<file path="config.mk">
export PLATFORM = sky130hd
export DESIGN_NAME = amp_mode_ctrl
export DESIGN_NICKNAME = d
export VERILOG_FILES = /design/src/rtl/amp_ctrl_pkg.sv /design/src/rtl/amp_sync.sv /design/src/rtl/amp_thermal_mon.sv /design/src/rtl/amp_oc_latch.sv /design/src/rtl/amp_mode_fsm.sv /design/src/rtl/amp_mode_ctrl.sv
export SDC_FILE = /design/constraint.sdc
export NUM_CORES = 1
export LEC_CHECK = 0
export ABC_AREA = 1
export BUFFER_PORTS_ARGS = -buffer_cell sky130_fd_sc_hd__buf_2
export CAP_MARGIN = 30
export CELL_PAD_IN_SITES_DETAIL_PLACEMENT = 2
export CELL_PAD_IN_SITES_GLOBAL_PLACEMENT = 2
export CORE_MARGIN = 2
export CORE_UTILIZATION = 25
export CTS_BUF_LIST = sky130_fd_sc_hd__clkbuf_4
export DETAILED_ROUTE_END_ITERATION = 8
export PLACE_DENSITY_LB_ADDON = 0.1
export SETUP_SLACK_MARGIN = 0.3
export SLEW_MARGIN = 20
export SYNTH_ARGS = -nofsm -noshare
export SYNTH_HDL_FRONTEND = slang
export SYNTH_SLANG_ARGS = --single-unit
</file>
<file path="constraint.sdc">
create_clock -name clk_i -period 3.1 [get_ports clk_i]
set_input_delay 0.155 -clock clk_i [delete_from_list [all_inputs] [get_ports clk_i]]
set_output_delay 0.155 -clock clk_i [all_outputs]
set_load 0.05 [all_outputs]
</file>
<file path="src/rtl/amp_ctrl_pkg.sv">
package amp_ctrl_pkg;
  typedef enum logic [2:0] {
    ST_OFF  = 3'd0,
    ST_INIT = 3'd1,
    ST_IDLE = 3'd2,
    ST_SOFT = 3'd3,
    ST_RUN  = 3'd4,
    ST_STOP = 3'd5
  } amp_state_e;
endpackage

</file>
<file path="src/rtl/amp_sync.sv">
module amp_sync #(
  parameter int W = 2
) (
  input  logic         clk_i,
  input  logic         rst_ni,
  input  logic [W-1:0] async_i,
  output logic [W-1:0] sync_o
);
  for (genvar g = 0; g < W; g++) begin : g_bit
    logic s1_q, s2_q;
    always_ff @(posedge clk_i or negedge rst_ni) begin
      if (!rst_ni) begin
        s1_q <= 1'b0;
        s2_q <= 1'b0;
      end else begin
        s1_q <= async_i[g];
        s2_q <= s1_q;
      end
    end
    assign sync_o[g] = s2_q;
  end
endmodule

</file>
<file path="src/rtl/amp_thermal_mon.sv">
module amp_thermal_mon (
  input  logic clk_i,
  input  logic rst_ni,
  input  logic temp_hot_i,
  input  logic temp_crit_i,
  input  logic temp_cool_i,
  output logic warn_o,
  output logic shut_o
);
  logic warn_q, shut_q;

  // set beats restore when comparators disagree
  always_ff @(posedge clk_i or negedge rst_ni) begin
    if (!rst_ni) begin
      warn_q <= 1'b0;
      shut_q <= 1'b0;
    end else begin
      if (temp_hot_i || temp_crit_i) warn_q <= 1'b1;
      else if (temp_cool_i)          warn_q <= 1'b0;
      if (temp_crit_i)               shut_q <= 1'b1;
      else if (temp_cool_i)          shut_q <= 1'b0;
    end
  end

  assign warn_o = warn_q;
  assign shut_o = shut_q;

  assert_warn_holds_R5: assert property (@(posedge clk_i) disable iff (!rst_ni)
    (warn_q && !temp_cool_i) |=> warn_q);
  assert_shut_sets_R6: assert property (@(posedge clk_i) disable iff (!rst_ni)
    temp_crit_i |=> shut_q);
  assert_shut_holds_R7: assert property (@(posedge clk_i) disable iff (!rst_ni)
    (shut_q && !temp_cool_i) |=> shut_q);
endmodule

</file>
<file path="src/rtl/amp_oc_latch.sv">
module amp_oc_latch #(
  parameter int NUM_SW = 8
) (
  input  logic              clk_i,
  input  logic              rst_ni,
  input  logic [NUM_SW-1:0] oc_i,
  input  logic              amp_rst_s_i,
  input  logic              mute_s_i,
  output logic              oc_o
);
  logic rst_d_q, mute_d_q, oc_q;
  logic release_ev, any_oc;

  assign any_oc     = |oc_i;
  assign release_ev = (amp_rst_s_i && !rst_d_q) || (mute_s_i && !mute_d_q);

  always_ff @(posedge clk_i or negedge rst_ni) begin
    if (!rst_ni) begin
      rst_d_q  <= 1'b0;
      mute_d_q <= 1'b0;
      oc_q     <= 1'b0;
    end else begin
      rst_d_q  <= amp_rst_s_i;
      mute_d_q <= mute_s_i;
      if (any_oc)          oc_q <= 1'b1;
      else if (release_ev) oc_q <= 1'b0;
    end
  end

  assign oc_o = oc_q;

  assert_oc_sets_R8: assert property (@(posedge clk_i) disable iff (!rst_ni)
    any_oc |=> oc_q);
  assert_oc_sticky_R9: assert property (@(posedge clk_i) disable iff (!rst_ni)
    (oc_q && $stable(mute_s_i) && $stable(amp_rst_s_i)) |=> oc_q);
endmodule

</file>
<file path="src/rtl/amp_mode_fsm.sv">
module amp_mode_fsm
  import amp_ctrl_pkg::*;
#(
  parameter int INIT_CYCLES   = 256,
  parameter int UNMUTE_CYCLES = 4250,
  parameter int MUTE_CYCLES   = 1250
) (
  input  logic clk_i,
  input  logic rst_ni,
  input  logic amp_rst_s_i,
  input  logic mute_s_i,
  input  logic shut_i,
  input  logic oc_i,
  output logic mod_en_o,
  output logic stage_en_o
);
  localparam int MAX_A   = (INIT_CYCLES > UNMUTE_CYCLES) ? INIT_CYCLES : UNMUTE_CYCLES;
  localparam int MAX_LEN = (MAX_A > MUTE_CYCLES) ? MAX_A : MUTE_CYCLES;
  localparam int CNT_W   = $clog2(MAX_LEN + 1);
  localparam logic [CNT_W-1:0] INIT_LAST = CNT_W'(INIT_CYCLES - 1);
  localparam logic [CNT_W-1:0] UNM_LAST  = CNT_W'(UNMUTE_CYCLES - 1);
  localparam logic [CNT_W-1:0] MUTE_LAST = CNT_W'(MUTE_CYCLES - 1);
  localparam logic [CNT_W-1:0] MAX_LAST  = CNT_W'(MAX_LEN - 1);

  amp_state_e state_q, state_d;
  logic [CNT_W-1:0] cnt_q, cnt_d;
  logic fault;

  assign fault = shut_i || oc_i;

  always_comb begin
    state_d = state_q;
    cnt_d   = cnt_q + 1'b1;
    if (!amp_rst_s_i) begin
      state_d = ST_OFF;
      cnt_d   = '0;
    end else begin
      unique case (state_q)
        ST_OFF: begin
          state_d = ST_INIT;
          cnt_d   = '0;
        end
        ST_INIT: begin
          if (cnt_q == INIT_LAST) begin
            state_d = ST_IDLE;
            cnt_d   = '0;
          end
        end
        ST_IDLE: begin
          cnt_d = '0;
          if (mute_s_i && !fault) state_d = ST_SOFT;
        end
        ST_SOFT: begin
          if (!mute_s_i || fault) begin
            state_d = ST_IDLE;
            cnt_d   = '0;
          end else if (cnt_q == UNM_LAST) begin
            state_d = ST_RUN;
            cnt_d   = '0;
          end
        end
        ST_RUN: begin
          cnt_d = '0;
          if (fault)          state_d = ST_IDLE;
          else if (!mute_s_i) state_d = ST_STOP;
        end
        ST_STOP: begin
          if (fault) begin
            state_d = ST_IDLE;
            cnt_d   = '0;
          end else if (mute_s_i) begin
            state_d = ST_RUN;
            cnt_d   = '0;
          end else if (cnt_q == MUTE_LAST) begin
            state_d = ST_IDLE;
            cnt_d   = '0;
          end
        end
        default: begin
          state_d = ST_OFF;
          cnt_d   = '0;
        end
      endcase
    end
  end

  always_ff @(posedge clk_i or negedge rst_ni) begin
    if (!rst_ni) begin
      state_q <= ST_OFF;
      cnt_q   <= '0;
    end else begin
      state_q <= state_d;
      cnt_q   <= cnt_d;
    end
  end

  assign mod_en_o   = (state_q != ST_OFF);
  assign stage_en_o = (state_q == ST_RUN) || (state_q == ST_STOP);

  assert_off_on_reset_R13: assert property (@(posedge clk_i) disable iff (!rst_ni)
    !amp_rst_s_i |=> (state_q == ST_OFF));
  assert_fault_drops_stage_R6: assert property (@(posedge clk_i) disable iff (!rst_ni)
    fault |=> !stage_en_o);
  assert_switch_via_soft_R3: assert property (@(posedge clk_i) disable iff (!rst_ni)
    $rose(stage_en_o) |-> ($past(state_q) == ST_SOFT));
  assert_cnt_bound_R2: assert property (@(posedge clk_i) disable iff (!rst_ni)
    cnt_q <= MAX_LAST);
endmodule

</file>
<file path="src/rtl/amp_mode_ctrl.sv">
module amp_mode_ctrl #(
  parameter int NUM_SW        = 8,
  parameter int INIT_CYCLES   = 256,
  parameter int UNMUTE_CYCLES = 4250,
  parameter int MUTE_CYCLES   = 1250
) (
  input  logic              clk_i,
  input  logic              rst_ni,
  input  logic              amp_reset_ni,
  input  logic              mute_ni,
  input  logic              temp_hot_i,
  input  logic              temp_crit_i,
  input  logic              temp_cool_i,
  input  logic [NUM_SW-1:0] oc_i,
  output logic              mod_en_o,
  output logic              stage_en_o,
  output logic              err_warn_no,
  output logic              err_shut_no,
  output logic              err_oc_no
);
  logic [1:0] ctl_s;
  logic amp_rst_s, mute_s, warn, shut, oc_lat;

  amp_sync #(.W(2)) u_sync (
    .clk_i   (clk_i),
    .rst_ni  (rst_ni),
    .async_i ({mute_ni, amp_reset_ni}),
    .sync_o  (ctl_s)
  );
  assign amp_rst_s = ctl_s[0];
  assign mute_s    = ctl_s[1];

  amp_thermal_mon u_therm (
    .clk_i       (clk_i),
    .rst_ni      (rst_ni),
    .temp_hot_i  (temp_hot_i),
    .temp_crit_i (temp_crit_i),
    .temp_cool_i (temp_cool_i),
    .warn_o      (warn),
    .shut_o      (shut)
  );

  amp_oc_latch #(.NUM_SW(NUM_SW)) u_oc (
    .clk_i       (clk_i),
    .rst_ni      (rst_ni),
    .oc_i        (oc_i),
    .amp_rst_s_i (amp_rst_s),
    .mute_s_i    (mute_s),
    .oc_o        (oc_lat)
  );

  amp_mode_fsm #(
    .INIT_CYCLES   (INIT_CYCLES),
    .UNMUTE_CYCLES (UNMUTE_CYCLES),
    .MUTE_CYCLES   (MUTE_CYCLES)
  ) u_fsm (
    .clk_i       (clk_i),
    .rst_ni      (rst_ni),
    .amp_rst_s_i (amp_rst_s),
    .mute_s_i    (mute_s),
    .shut_i      (shut),
    .oc_i        (oc_lat),
    .mod_en_o    (mod_en_o),
    .stage_en_o  (stage_en_o)
  );

  assign err_warn_no = ~warn;
  assign err_shut_no = ~shut;
  assign err_oc_no   = ~oc_lat;

  assert_stage_needs_mod_R1: assert property (@(posedge clk_i) disable iff (!rst_ni)
    stage_en_o |-> mod_en_o);
endmodule

</file>
# Yosys cells after proc, flatten, opt, wreduce, memory -nomap -nowiden
# Cells that the tools add are included.
# op_classes
div_mod_pow	0
mux	24
bitwise	3
multipliers	0
addsub	1
order_cmp	0
n_reduce_logical	19
eq_ne	13
shift	0
# ops
op	count
$mux W13	7
$pmux W13 S3	1
$mux W3	10
$pmux W3 S6	1
$add A13 B1 Y13 const B	1
$eq A13 B11 Y1 const B	1
$eq A13 B13 Y1 const B	1
$eq A13 B8 Y1 const B	1
$reduce_or A8 Y1	1
$eq A3 B2 Y1 const B	2
$eq A3 B3 Y1 const B	2
$ne A3 B2 Y1 const B	2
$reduce_bool A2 Y1	3
$logic_or A1 B1 Y1	5
$mux W1	5
$ne A5 B3 Y1 const B	1
$reduce_and A5 Y1	1
$logic_not A1 Y1	4
$ne A4 B2 Y1 const B	1
$ne A4 B3 Y1 const B	1
$eq A3 B1 Y1 const B	1
$logic_and A1 B1 Y1	3
$logic_not A3 Y1	1
$not A1 Y1	3
$reduce_bool A3 Y1	1
# word_totals
ff_bits	25
rom_bits	0
ramBits	0
latchBits	0
wordCells	71
n_memories	0
out_inout_bits	5

# Longest topological paths before layout
# Gate-level depths: netlist of run 1.
# depth
word_depth	6
mapped_depth	12
depth_no_buf	11

# Hierarchy
# From an unflattened synthesis of run 1, not the netlist that was laid out.
# unflattened
hier_cells	197
area_unflattened_um2	1477.7
# modules_own_cells
mod	area_per_inst_um2	cells_per_inst	n_inst
amp_mode_fsm	1149.9	163	1
amp_oc_latch	125.1	16	1
amp_sync	115.1	6	1
amp_thermal_mon	76.3	9	1
amp_mode_ctrl	11.3	3	1

# Worst setup path before layout of run 1
# Ideal clock, no wire load.
# synth_path
kind	register to register
startpoint	reg u_fsm.cnt_q[0]
endpoint	reg u_fsm.cnt_q[5]
synth_period_minus_slack_ns	1.500
stages_incl_launch_ff	12
t_required_ns	3.031
setup_ns	0.069
arrival_ns	1.431
path_slack_ns	1.600
path_cell_list	dfrtp_1 -> ha_1 -> nand2_2 -> nor2_4 -> nand2_2 -> nor2_2 -> nor2_1 -> inv_2 -> nand2_4 -> nand2_4 -> buf_12 -> nor2_2
# synth_between
elab_chain_len	6
word_cells_on_any_way	12
# synth_rtl
element	line_no	text
start, declared	amp_mode_fsm.sv:26	logic [CNT_W-1:0] cnt_q, cnt_d;
start signal, assigned	amp_mode_fsm.sv:93	cnt_q <= cnt_d;
$add A13 B1 Y13 / $eq A13 B11 Y1 (equally long branches)	amp_mode_fsm.sv:33, amp_mode_fsm.sv:74	
$mux W13	amp_mode_fsm.sv:74	end else if (cnt_q == MUTE_LAST) begin
$mux W13	amp_mode_fsm.sv:71	end else if (mute_s_i) begin
$mux W13	amp_mode_fsm.sv:68	if (fault) begin
$pmux W13 S3 *	amp_mode_fsm.sv:38	unique case (state_q)
$mux W13 *	amp_mode_fsm.sv:34	if (!amp_rst_s_i) begin
named net u_fsm.cnt_d[5]	amp_mode_fsm.sv:26	
# The timed path passes the listed nets; every way through them passes the cells marked *.
# A chain may end at the register's enable or synchronous reset.

# Worst setup path after layout of run 1
# layout_path
startpoint	reg u_fsm.cnt_q[0]
endpoint	reg u_fsm.cnt_q[12]
# The elaborated chain is that of the path after synthesis.

==> results of run 1 <==
[report_power, final]
group,internal [mW],leakage [nW],switching [mW],total (mW)
clock network,0.0493,0.0139,0.107,0.156
registers,0.346,0.320,0.0253,0.371
logic,0.0619,0.412,0.137,0.198
total,0.457,0.746,0.269,0.726
[worst max-delay path: cells and delay by family, from the launching register on]
family	cells	cell delay [ns]
AND/OR/NAND/NOR	8	0.84
adder cells (fa/ha/maj)	1	0.26
buffers and inverters	1	0.07
flip-flops	1	0.45
[per-layer routing]
layer | vias up | wire [um] | global-route usage (%)
li1 | 562 | - | -
met1 | 570 | 1680 | 17.3
met2 | 6 | 1730 | 22.6
met3 | 2 | 45 | 1.40
met4 | 0 | 24 | 3.21
met5 | - | 0 | 0
[final timing paths]
path,start,to
worst max-delay path,u_fsm.cnt_q[0]$_DFF_PN0_,u_fsm.cnt_q[12]$_DFF_PN0_
worst min-delay path,temp_hot_i,u_therm.warn_o$_DFFE_PN0P_
worst max register to register,u_fsm.cnt_q[0]$_DFF_PN0_,u_fsm.cnt_q[12]$_DFF_PN0_
worst min register to register,u_sync.g_bit[0].s1_q$_DFF_PN0_,u_sync.g_bit[0].s2_q$_DFF_PN0_
max in group asynchronous,rst_ni,u_fsm.cnt_q[0]$_DFF_PN0_
min in group asynchronous,rst_ni,u_fsm.cnt_q[9]$_DFF_PN0_
[state kept, by name (all words and copies together) (netlist names)]
name	flops
u_fsm.cnt_q	13
u_fsm.state_q	3
u_sync.g_bit.s1_q	2
u_sync.g_bit.s2_q	2
u_oc.mute_d_q	1
u_oc.oc_o	1
u_oc.rst_d_q	1
u_therm.shut_o	1
u_therm.warn_o	1
[what timing repair did]
| action | in CTS | in global routing |
|---|---|---|
| hold buffers | 4 | 0 |
| setup buffers | 0 | 0 |
| hold endpoints to repair | 28 | 0 |
[logic make-up (layout without fill, tap and decap cells)]
group,after synthesis,count (layout)
buffers and inverters,23,49
AO/OA/AOI/OAI,5,5
AND/OR/NAND/NOR,98,98
adder cells (fa/ha/maj),2,2
flip-flops,25,25
XOR/XNOR,10,10
[area by class of cell]
type | count | area, um^2
fill | 597 | 3580
multi-input combinational | 115 | 634
tap | 70 | 87.6
inverter | 22 | 82.6
clock inverter | 1 | 7.51
timing repair buffer | 23 | 135
sequential | 25 | 626
clock buffer | 3 | 22.5
[per-stage QoR]
step / utilization (%) / hold WS, ns
finish: 30.8 / 0.0362
global route: 30.8 / 0.0142
CTS: 30.8 / 0.0264
detailed placement: 29.5 / 0.204
global placement: 29.5 / 0.195
floorplan: - / -0.141
[cells in the mapped netlist]
| cell | n |
|---|---|
| nand2_2 | 5 |
| xor2_1 | 9 |
| nand2_1 | 33 |
| buf_12 | 1 |
| ha_1 | 2 |
| nor3_1 | 1 |
| o21ai_0 | 2 |
| xnor2_1 | 1 |
| inv_1 | 17 |
| o21a_1 | 1 |
| nand3_1 | 15 |
| nand2_4 | 2 |
| o221ai_1 | 1 |
| o21bai_1 | 1 |
| nor4_1 | 2 |
| inv_2 | 5 |
| nor2_2 | 13 |
| nor2_1 | 19 |
| dfrtp_1 | 25 |
| nand4_1 | 5 |
| nor2_4 | 3 |
[layout by cell type, fill, tap and decap left out, types with 9 or more instances in the layout]
master	n
xor2_1	9
buf_2	19
inv_1	17
nor2_1	19
nand2_1	33
nor2_2	13
nand3_1	15
dfrtp_1	25
==> reports/metrics.csv, run 1 <==
stage,metric,value,unit
outcome,status,"complete, no violations",
power_and_ir_drop,ir_drop,0.190,mV
detailed_routing,first_pass_iters,3,
clock_network,cts_sinks,25,
logic_synthesis,yosysWarnings,0,
logic_synthesis,ys_seq_area_share,45.9,%
global_route,grt-ovfl-total,0,
logic_synthesis,synth_top_cell_by_area,dfrtp_1,
clock_network,htree_levels,1,
logic_synthesis,synth_top_area_share,45.9,%
final_layout,layout.nets,207,
flow_run,cap_violations,0,
clock_network,cts_buffers,3,
logic_synthesis,synth_top_family_by_area,simple AND/OR/NAND/NOR gates,
global_route,grt.total_usage,13.0,%
clock_network,cts_root_buf,clkbuf_4,
worst_hold_path,whs_path_depth,3,
setup_path,rrSetupSlack,1.42,ns
logic_synthesis,synth_compound_area_share,2.48,%
logic_synthesis,ys_ff_latch,25,
logic_synthesis,avgSynthCellArea,8.36,um^2
floorplan,start_util,26.3,%
clock_network,clockBufferDepth,2,
worst_hold_path,hp-class,in -> reg,
timing,skew,0.00358,ns
logic_synthesis,synthSimpleGateAreaFrac,35.8,%
setup_path,crit_path_max_fanout,13,
timing,fmax,0.594,GHz
setup_path,crit_chain,"ha_1, nand2_2, nor2_4, nand2_2, nor2_2, nor2_1, inv_2, nand2_4, nand2_4, nor2_1",
place,dp_hpwl,2780,um
final_layout,layout.cells.non_filler,259,
power_and_ir_drop,finalPower,726,uW
setup_path,path_class,reg -> reg,
floorplan,die_w,77.8,um
clock_network,insertion_delay,0.32,ns
setup_path,critPathMaxStageDelay,0.45,ns
timing,finalSetupViolCount,0,
timing,rsz0062_at_grt,false,
clock_network,clk_pin_slew,0.15,ns
timing,setup_tns,0,ns
clock_network,cts_tree,done,
place,post-place-ws,1.39,ns
global_route,antenna_found_initial,0,
setup_path,startpoint_type,flop,
setup_path,r2r_cells,10,
timing,drv_slew,0,
logic_synthesis,synth_cell_types,21,
place,io_buffers,19,
place,placed_area,1530,um^2
detailed_routing,drt_first_iter_violations,6,
detailed_routing,routed_wl,3480,um
floorplan,rows,26,
logic_synthesis,syn_area,1360,um^2
timing,layout_min_cycle_time,1.68,ns
logic_synthesis,syn_inst,163,
final_layout,drive_above_1_share,27.0,%
timing,hold_viol_final,0,
setup_path,worstPathArrival,1.94,ns
logic_synthesis,synth-xor-area-share,6.43,%
final_layout,stdcell_area,1600,um^2
floorplan,core-area,5170,um^2
timing,setup_ws,1.42,ns
global_route,grt_start_max_net_pins,26,
logic_synthesis,synthesis.nets,180,
detailed_routing,routedWlPerCell,13.4,um
detailed_routing,drcViolationCount,0,
place,gp_congestion,0.711,
floorplan,die-height,77.8,um
setup_path,required,3.36,ns
power_and_ir_drop,p_leak,0.746,nW
logic_synthesis,synth_fa_ha_area_share,1.84,%
global_route,grt_pass1_wl,6330,um
final_layout,area_growth,17.1,%
final_layout,diodes,0,
detailed_routing,num_vias,1140,
logic_synthesis,ys_top_cells_by_area,"dfrtp_1 (46%), nand2_1 (9.1%), nor2_2 (6.0%)",
logic_synthesis,muxShareOfSynthArea,0,%
detailed_routing,ant_nets,0,
timing,tightest_slew,0.586,ns
setup_path,slowest_stage,dfrtp_1,
timing,fin_crit_sh,54.3,%
setup_path,worst_setup_path_end_kind,flop,
timing,relSlewSlack,61.0,%
power_and_ir_drop,p_per_area,455,nW/um^2
place,dp.cells,251,
detailed_routing,viasPerCell,4.40,
floorplan,io_pins,20,
floorplan,dieArea,6060,um^2
global_route,grt_pass1_vias,1339,
clock_network,cts_resized,0,
(Power assumes the default switching activity.)
==> inputs of run 2 (changes only) <==
- clock period: 3.1 -> 1.4 ns (I/O delays scaled with it)
==> reports/metrics.csv, run 2 (synthesis results as in run 1) <==
stage,metric,value,unit
outcome,status,finished with violations,
outcome,violations,negative setup slack,
clock_network,clockBufferDepth,2,
timing,hold_viol_final,0,
power_and_ir_drop,p_leak,0.994,nW
place,gp_congestion,0.758,
clock_network,cts_buffers,3,
detailed_routing,routedWlPerCell,14.1,um
place,io_buffers,19,
power_and_ir_drop,finalPower,1.91,mW
setup_path,crit_path_max_fanout,7,
setup_path,worst_setup_path_end_kind,flop,
power_and_ir_drop,netSwitchingFraction,38.7,%
detailed_routing,routed_wl,4240,um
final_layout,final.fill_count,562,
timing,tightest_slew,0.611,ns
setup_path,r2r_cells,11,
floorplan,start_util,26.3,%
detailed_routing,first_pass_iters,2,
detailed_routing,drcViolationCount,0,
global_route,grt_start_max_net_pins,26,
timing,setup_ws,-0.149,ns
floorplan,io_pins,20,
place,dp_hpwl,3090,um
clock_network,cts_tree,done,
timing,rsz0062_at_grt,true,
global_route,grt_pass1_vias,1523,
power_and_ir_drop,clkPwrFrac,19.1,%
setup_path,slowest_stage,dfrtp_1,
final_layout,area_growth,58.1,%
global_route,grt_pass1_wl,7480,um
clock_network,cts_root_buf,clkbuf_4,
floorplan,die_w,77.8,um
setup_path,worstPathArrival,1.82,ns
setup_path,required,1.67,ns
power_and_ir_drop,comb_power_share,36.9,%
floorplan,dieArea,6060,um^2
setup_path,crit_chain,"buf_6, ha_4, nand2_4, nor2_4, nand2_4, nor2_4, nor2_4, inv_2, nand2_4, nand2_8, nor2_4",
timing,fmax,0.646,GHz
global_route,grt-ovfl-total,0,
final_layout,layout.nets,249,
floorplan,core-area,5170,um^2
setup_path,cp.depth,11,
detailed_routing,num_vias,1329,
final_layout,largest_reg_flops,13,
global_route,antenna_found_initial,0,
timing,skew,0.00748,ns
timing,relSlewSlack,59.3,%
final_layout,diodes,0,
detailed_routing,ant_nets,0,
global_route,grt.total_usage,15.7,%
floorplan,rows,26,
clock_network,cts_sinks,25,
worst_hold_path,hp-class,in -> async,
timing,drv_slew,0,
timing,fin_crit_sh,111,%
setup_path,path_class,reg -> reg,
power_and_ir_drop,sequentialPowerShare,44.0,%
final_layout,stdcell_area,2150,um^2
setup_path,startpoint_type,flop,
final_layout,layout_common_cells,"nand2_1 (27), buf_4 (27), dfrtp_1 (24)",
final_layout,max_flop_register,u_fsm.cnt_q,
timing,finalSetupViolCount,16,
setup_path,critPathTopFamily,simple AND/OR/NAND/NOR gates,
place,placed_area,1740,um^2
flow_run,cap_violations,0,
power_and_ir_drop,ir_drop,0.385,mV
setup_path,cpMostUsedCell,nor2_4,
timing,layout_min_cycle_time,1.55,ns
clock_network,insertion_delay,0.32,ns
floorplan,die-height,77.8,um
power_and_ir_drop,netSwitchingPower,740,uW
clock_network,htree_levels,1,
power_and_ir_drop,p_int,1.17,mW
setup_path,critPathMaxStageDelay,0.42,ns
setup_path,worst-path-buf-inv,2,
clock_network,clk_pin_slew,0.15,ns
final_layout,reg_top3,"u_fsm.cnt_q x13, u_fsm.state_q x3",
detailed_routing,viasPerCell,4.42,
final_layout,drive_above_1_share,44.6,%
power_and_ir_drop,p_per_area,887,nW/um^2
detailed_routing,drt_first_iter_violations,36,
==> run 2: final cells by class <==
cell class                 instances  area (um^2)  area share [%]
clock buffer                       4         30.0            1.39
timing repair buffer              64          534            24.8
sequential                        25          627            29.1
inverter                          22         85.1            3.95
tap                               70         87.6            4.07
multi-input combinational        116          791            36.7
==> run 2: metrics by stage <==
| stage | cells | worst slack (ns) | hold slack, ns | TNS [ns] | util [%] |
|---|---|---|---|---|---|
| 2_1_floorplan | 163 | -0.0456 | -0.226 | -0.388 | - |
| 3_3_place_gp | 277 | -0.218 | 0.108 | -3.13 | 33.6 |
| 3_5_place_dp | 277 | -0.238 | 0.130 | -3.37 | 33.6 |
| 4_1_cts | 299 | -0.178 | 0.305 | -2.49 | 40.2 |
| 5_1_grt | 301 | -0.262 | 0.330 | -3.85 | 41.7 |
| 6_report | 301 | -0.149 | 0.273 | -1.89 | 41.7 |
==> run 2: power by group through the flow <==
stage               Sequential (mW)  Combinational, mW  Clock [mW]
floorplan                     0.821              0.359           0
global placement              0.834              0.462           0
detailed placement            0.835              0.475           0
CTS                           0.831              0.635       0.387
global route                  0.850              0.783       0.401
finish                        0.841              0.705       0.365
==> run 2: final timing paths <==
path,startpoint,end,slack [ns]
max in group asynchronous,rst_ni,u_fsm.cnt_q[0]$_DFF_PN0_,0.70
worst max-delay path,u_fsm.cnt_q[1]$_DFF_PN0_,u_fsm.cnt_q[2]$_DFF_PN0_,-0.15
min in group clk_i,u_sync.g_bit[0].s1_q$_DFF_PN0_,u_sync.g_bit[0].s2_q$_DFF_PN0_,0.36
worst min register to register,u_sync.g_bit[0].s1_q$_DFF_PN0_,u_sync.g_bit[0].s2_q$_DFF_PN0_,0.36
worst max register to register,u_fsm.cnt_q[1]$_DFF_PN0_,u_fsm.cnt_q[2]$_DFF_PN0_,-0.15
worst min-delay path,rst_ni,u_fsm.cnt_q[7]$_DFF_PN0_,0.27
==> run 2: metal layers <==
metal	wire (um)	track usage, %	vias up
met5	0	0	-
met4	63	4.64	0
met3	89	1.40	6
met2	2200	27.9	20
met1	1880	20.1	654
li1	-	-	649
==> run 2: timing repair <==
item                       4_1_cts  5_1_grt
gates cloned                     1        0
setup endpoints to repair       21       22
hold buffers                    14        0
setup buffers                    3        2
hold endpoints to repair        30        0
resized for setup               35       16
pin swaps                       28        9
==> run 2: worst register-to-register path: stages, from the launching register on <==
cell     delay (ns)
dfrtp_1        0.42
buf_6          0.13
ha_4           0.16
nand2_4        0.06
nor2_4         0.04
nand2_4        0.08
nor2_4         0.05
nor2_4         0.13
inv_2          0.06
nand2_4        0.13
nand2_8        0.12
nor2_4         0.11
==> inputs of run 3 (changes only) <==
- BUFFER_PORTS_ARGS: -buffer_cell sky130_fd_sc_hd__buf_2 -> not set
- CORE_UTILIZATION: 25 -> 35
- DONT_BUFFER_PORTS: not set -> 1
- SLEW_MARGIN: 20 -> not set
==> reports/metrics.csv, run 3 (synthesis results as in run 1) <==
stage,metric,value,unit
power_and_ir_drop,p_per_area,976,nW/um^2
global_route,antenna_found_initial,0,
worst_hold_path,hp-class,in -> async,
clock_network,cts_sinks,25,
setup_path,crit_path_max_fanout,4,
power_and_ir_drop,netSwitchingFraction,42.1,%
detailed_routing,wl_met2,3470,um
setup_path,startpoint_type,flop,
detailed_routing,routed_wl,6600,um
clock_network,htree_levels,1,
detailed_routing,first_pass_iters,4,
clock_network,clockBufferDepth,2,
timing,setup_tns,-3.92,ns
clock_network,insertion_delay,0.35,ns
detailed_routing,num_vias,1381,
detailed_routing,drcViolationCount,0,
detailed_routing,drt_first_iter_violations,84,
floorplan,dieArea,4410,um^2
global_route,grt_start_max_net_pins,26,
setup_path,worstPathArrival,1.97,ns
timing,drv_slew,0,
floorplan,io_pins,20,
detailed_routing,ant_nets,0,
final_layout,diodes,0,
setup_path,required,1.64,ns
place,io_buffers,0,
power_and_ir_drop,sequentialPowerShare,42.3,%
timing,whs,0.127,ns
outcome,status,finished with violations,
global_route,grt.total_usage,27.0,%
place,dp.cells,231,
clock_network,clk_pin_slew,0.17,ns
floorplan,die-height,66.4,um
final_layout,max_flop_register,u_fsm.cnt_q,
setup_path,worst_setup_path_end_kind,flop,
timing,rsz0062_at_grt,true,
setup_path,startpoint,u_fsm.cnt_q[0]$_DFF_PN0_,
setup_path,path_class,reg -> reg,
timing,fmax,0.578,GHz
clock_network,cts_tree,done,
power_and_ir_drop,ir_drop,0.798,mV
detailed_routing,viasPerCell,5.31,
power_and_ir_drop,p_int,1.15,mW
timing,hold_viol_final,0,
global_route,grt-ovfl-total,0,
final_layout,layout.cells.non_filler,260,
global_route,grt_pass1_wl,8380,um
final_layout,final_common_cell,nand2_1,
final_layout,drive_above_1_share,46.2,%
outcome,violations,negative setup slack,
floorplan,die_w,66.4,um
power_and_ir_drop,netSwitchingPower,834,uW
clock_network,cts_root_buf,clkbuf_4,
timing,layout_min_cycle_time,1.73,ns
detailed_routing,routedWlPerCell,25.4,um
global_route,grt_pass1_vias,1514,
floorplan,core-area,3690,um^2
timing,skew,0.0105,ns
place,post-place-ws,-0.178,ns
detailed_routing,top_layer,met4,
final_layout,layout.nets,230,
flow_run,cap_violations,0,
setup_path,r2r_start,u_fsm.cnt_q[0]$_DFF_PN0_,
clock_network,cts_buffers,3,
final_layout,layout_common_cells,"nand2_1 (26), buf_4 (23), dfrtp_1 (20)",
floorplan,rows,22,
place,gp_congestion,0.798,
timing,finalSetupViolCount,16,
floorplan,start_util,36.9,%
final_layout,reg_top3,"u_fsm.cnt_q x13, u_fsm.state_q x3",
power_and_ir_drop,p_leak,0.885,nW
detailed_routing,met3WireLength,191,um
timing,relSlewSlack,68.6,%
timing,tightest_slew,0.468,ns
final_layout,area_growth,49.1,%
final_layout,final.fill_count,369,
timing,fin_crit_sh,124,%
final_layout,largest_reg_flops,13,
power_and_ir_drop,clkPwrFrac,19.3,%
place,dp_hpwl,2900,um
timing,setup_ws,-0.330,ns
power_and_ir_drop,finalPower,1.98,mW
detailed_routing,wl_met1,2710,um
power_and_ir_drop,comb_power_share,38.4,%
==> run 3: cell count changes in the layout (fill, tap and decap cells not counted), moves of 3 or more <==
cell and change:
buf_2 -14, buf_4 -4, dfrtp_1 -4, dfrtp_2 +4
inv_1 -5, inv_2 +5, nor2_1 -3, nor2_2 +3
==> run 3: through the flow <==
| step | util [%] | area (um^2) |
|---|---|---|
| 2_1_floorplan | - | 1370 |
| 3_3_place_gp | 42.4 | 1570 |
| 3_5_place_dp | 42.4 | 1570 |
| 4_1_cts | 51.4 | 1900 |
| 5_1_grt | 55.1 | 2030 |
| 6_report | 55.1 | 2030 |
==> run 3: final timing paths <==
| kind | cells after the start | end | slack (ns) |
|---|---|---|---|
| hold / removal | 2 | u_fsm.state_q[0]$_DFFE_PN0P_ | 0.13 |
| setup reg to reg | 8 | u_fsm.cnt_q[7]$_DFF_PN0_ | -0.33 |
| min in group clk_i | 1 | u_sync.g_bit[1].s1_q$_DFF_PN0_ | 0.27 |
| setup / recovery | 8 | u_fsm.cnt_q[7]$_DFF_PN0_ | -0.33 |
| hold reg to reg | 0 | u_sync.g_bit[1].s2_q$_DFF_PN0_ | 0.38 |
| max in group asynchronous | 2 | u_fsm.cnt_q[4]$_DFF_PN0_ | 1.10 |
==> run 3: cell type report <==
type	count	area, um^2	share of cell area, %
Multi-Input combinational cell	116	808	39.8
Clock inverter	1	7.51	0.369
Timing Repair Buffer	45	415	20.4
Inverter	22	86.3	4.25
Sequential cell	25	632	31.1
Tap cell	48	60.1	2.96
Clock buffer	3	22.5	1.11
==> run 3: power by group through the flow <==
stage          Sequential, mW  Clock, mW  Combinational, mW
2_1_floorplan           0.821          0              0.359
3_3_place_gp            0.828          0              0.396
3_5_place_dp            0.836          0              0.411
4_1_cts                 0.830      0.357              0.606
5_1_grt                 0.847      0.401              0.810
6_report                0.840      0.382              0.762
==> run 3: worst max-delay path, cell delays in order, from the launching register on <==
cell and delay (ns):
dfrtp_1 0.45, buf_4 0.16, nand3_1 0.12, nor2_1 0.15, nand2_1 0.13, nor2_4 0.16
nand2_1 0.10, xor2_1 0.26, nor2_2 0.08
==> run 3: metal layers <==
layer  track usage [%]  vias up
li1                  -      608
met1              31.8      711
met2              50.7       42
met3              3.07       20
met4              7.65        0
met5                 0        -
==> run 3: repair_timing <==
action / CTS / global route
cloned: 1 / 0
hold buffers: 15 / 0
pin swaps: 16 / 15
setup endpoints to repair: 21 / 21
hold endpoints to repair: 30 / 0
resized for setup: 28 / 29
setup buffers: 4 / 5
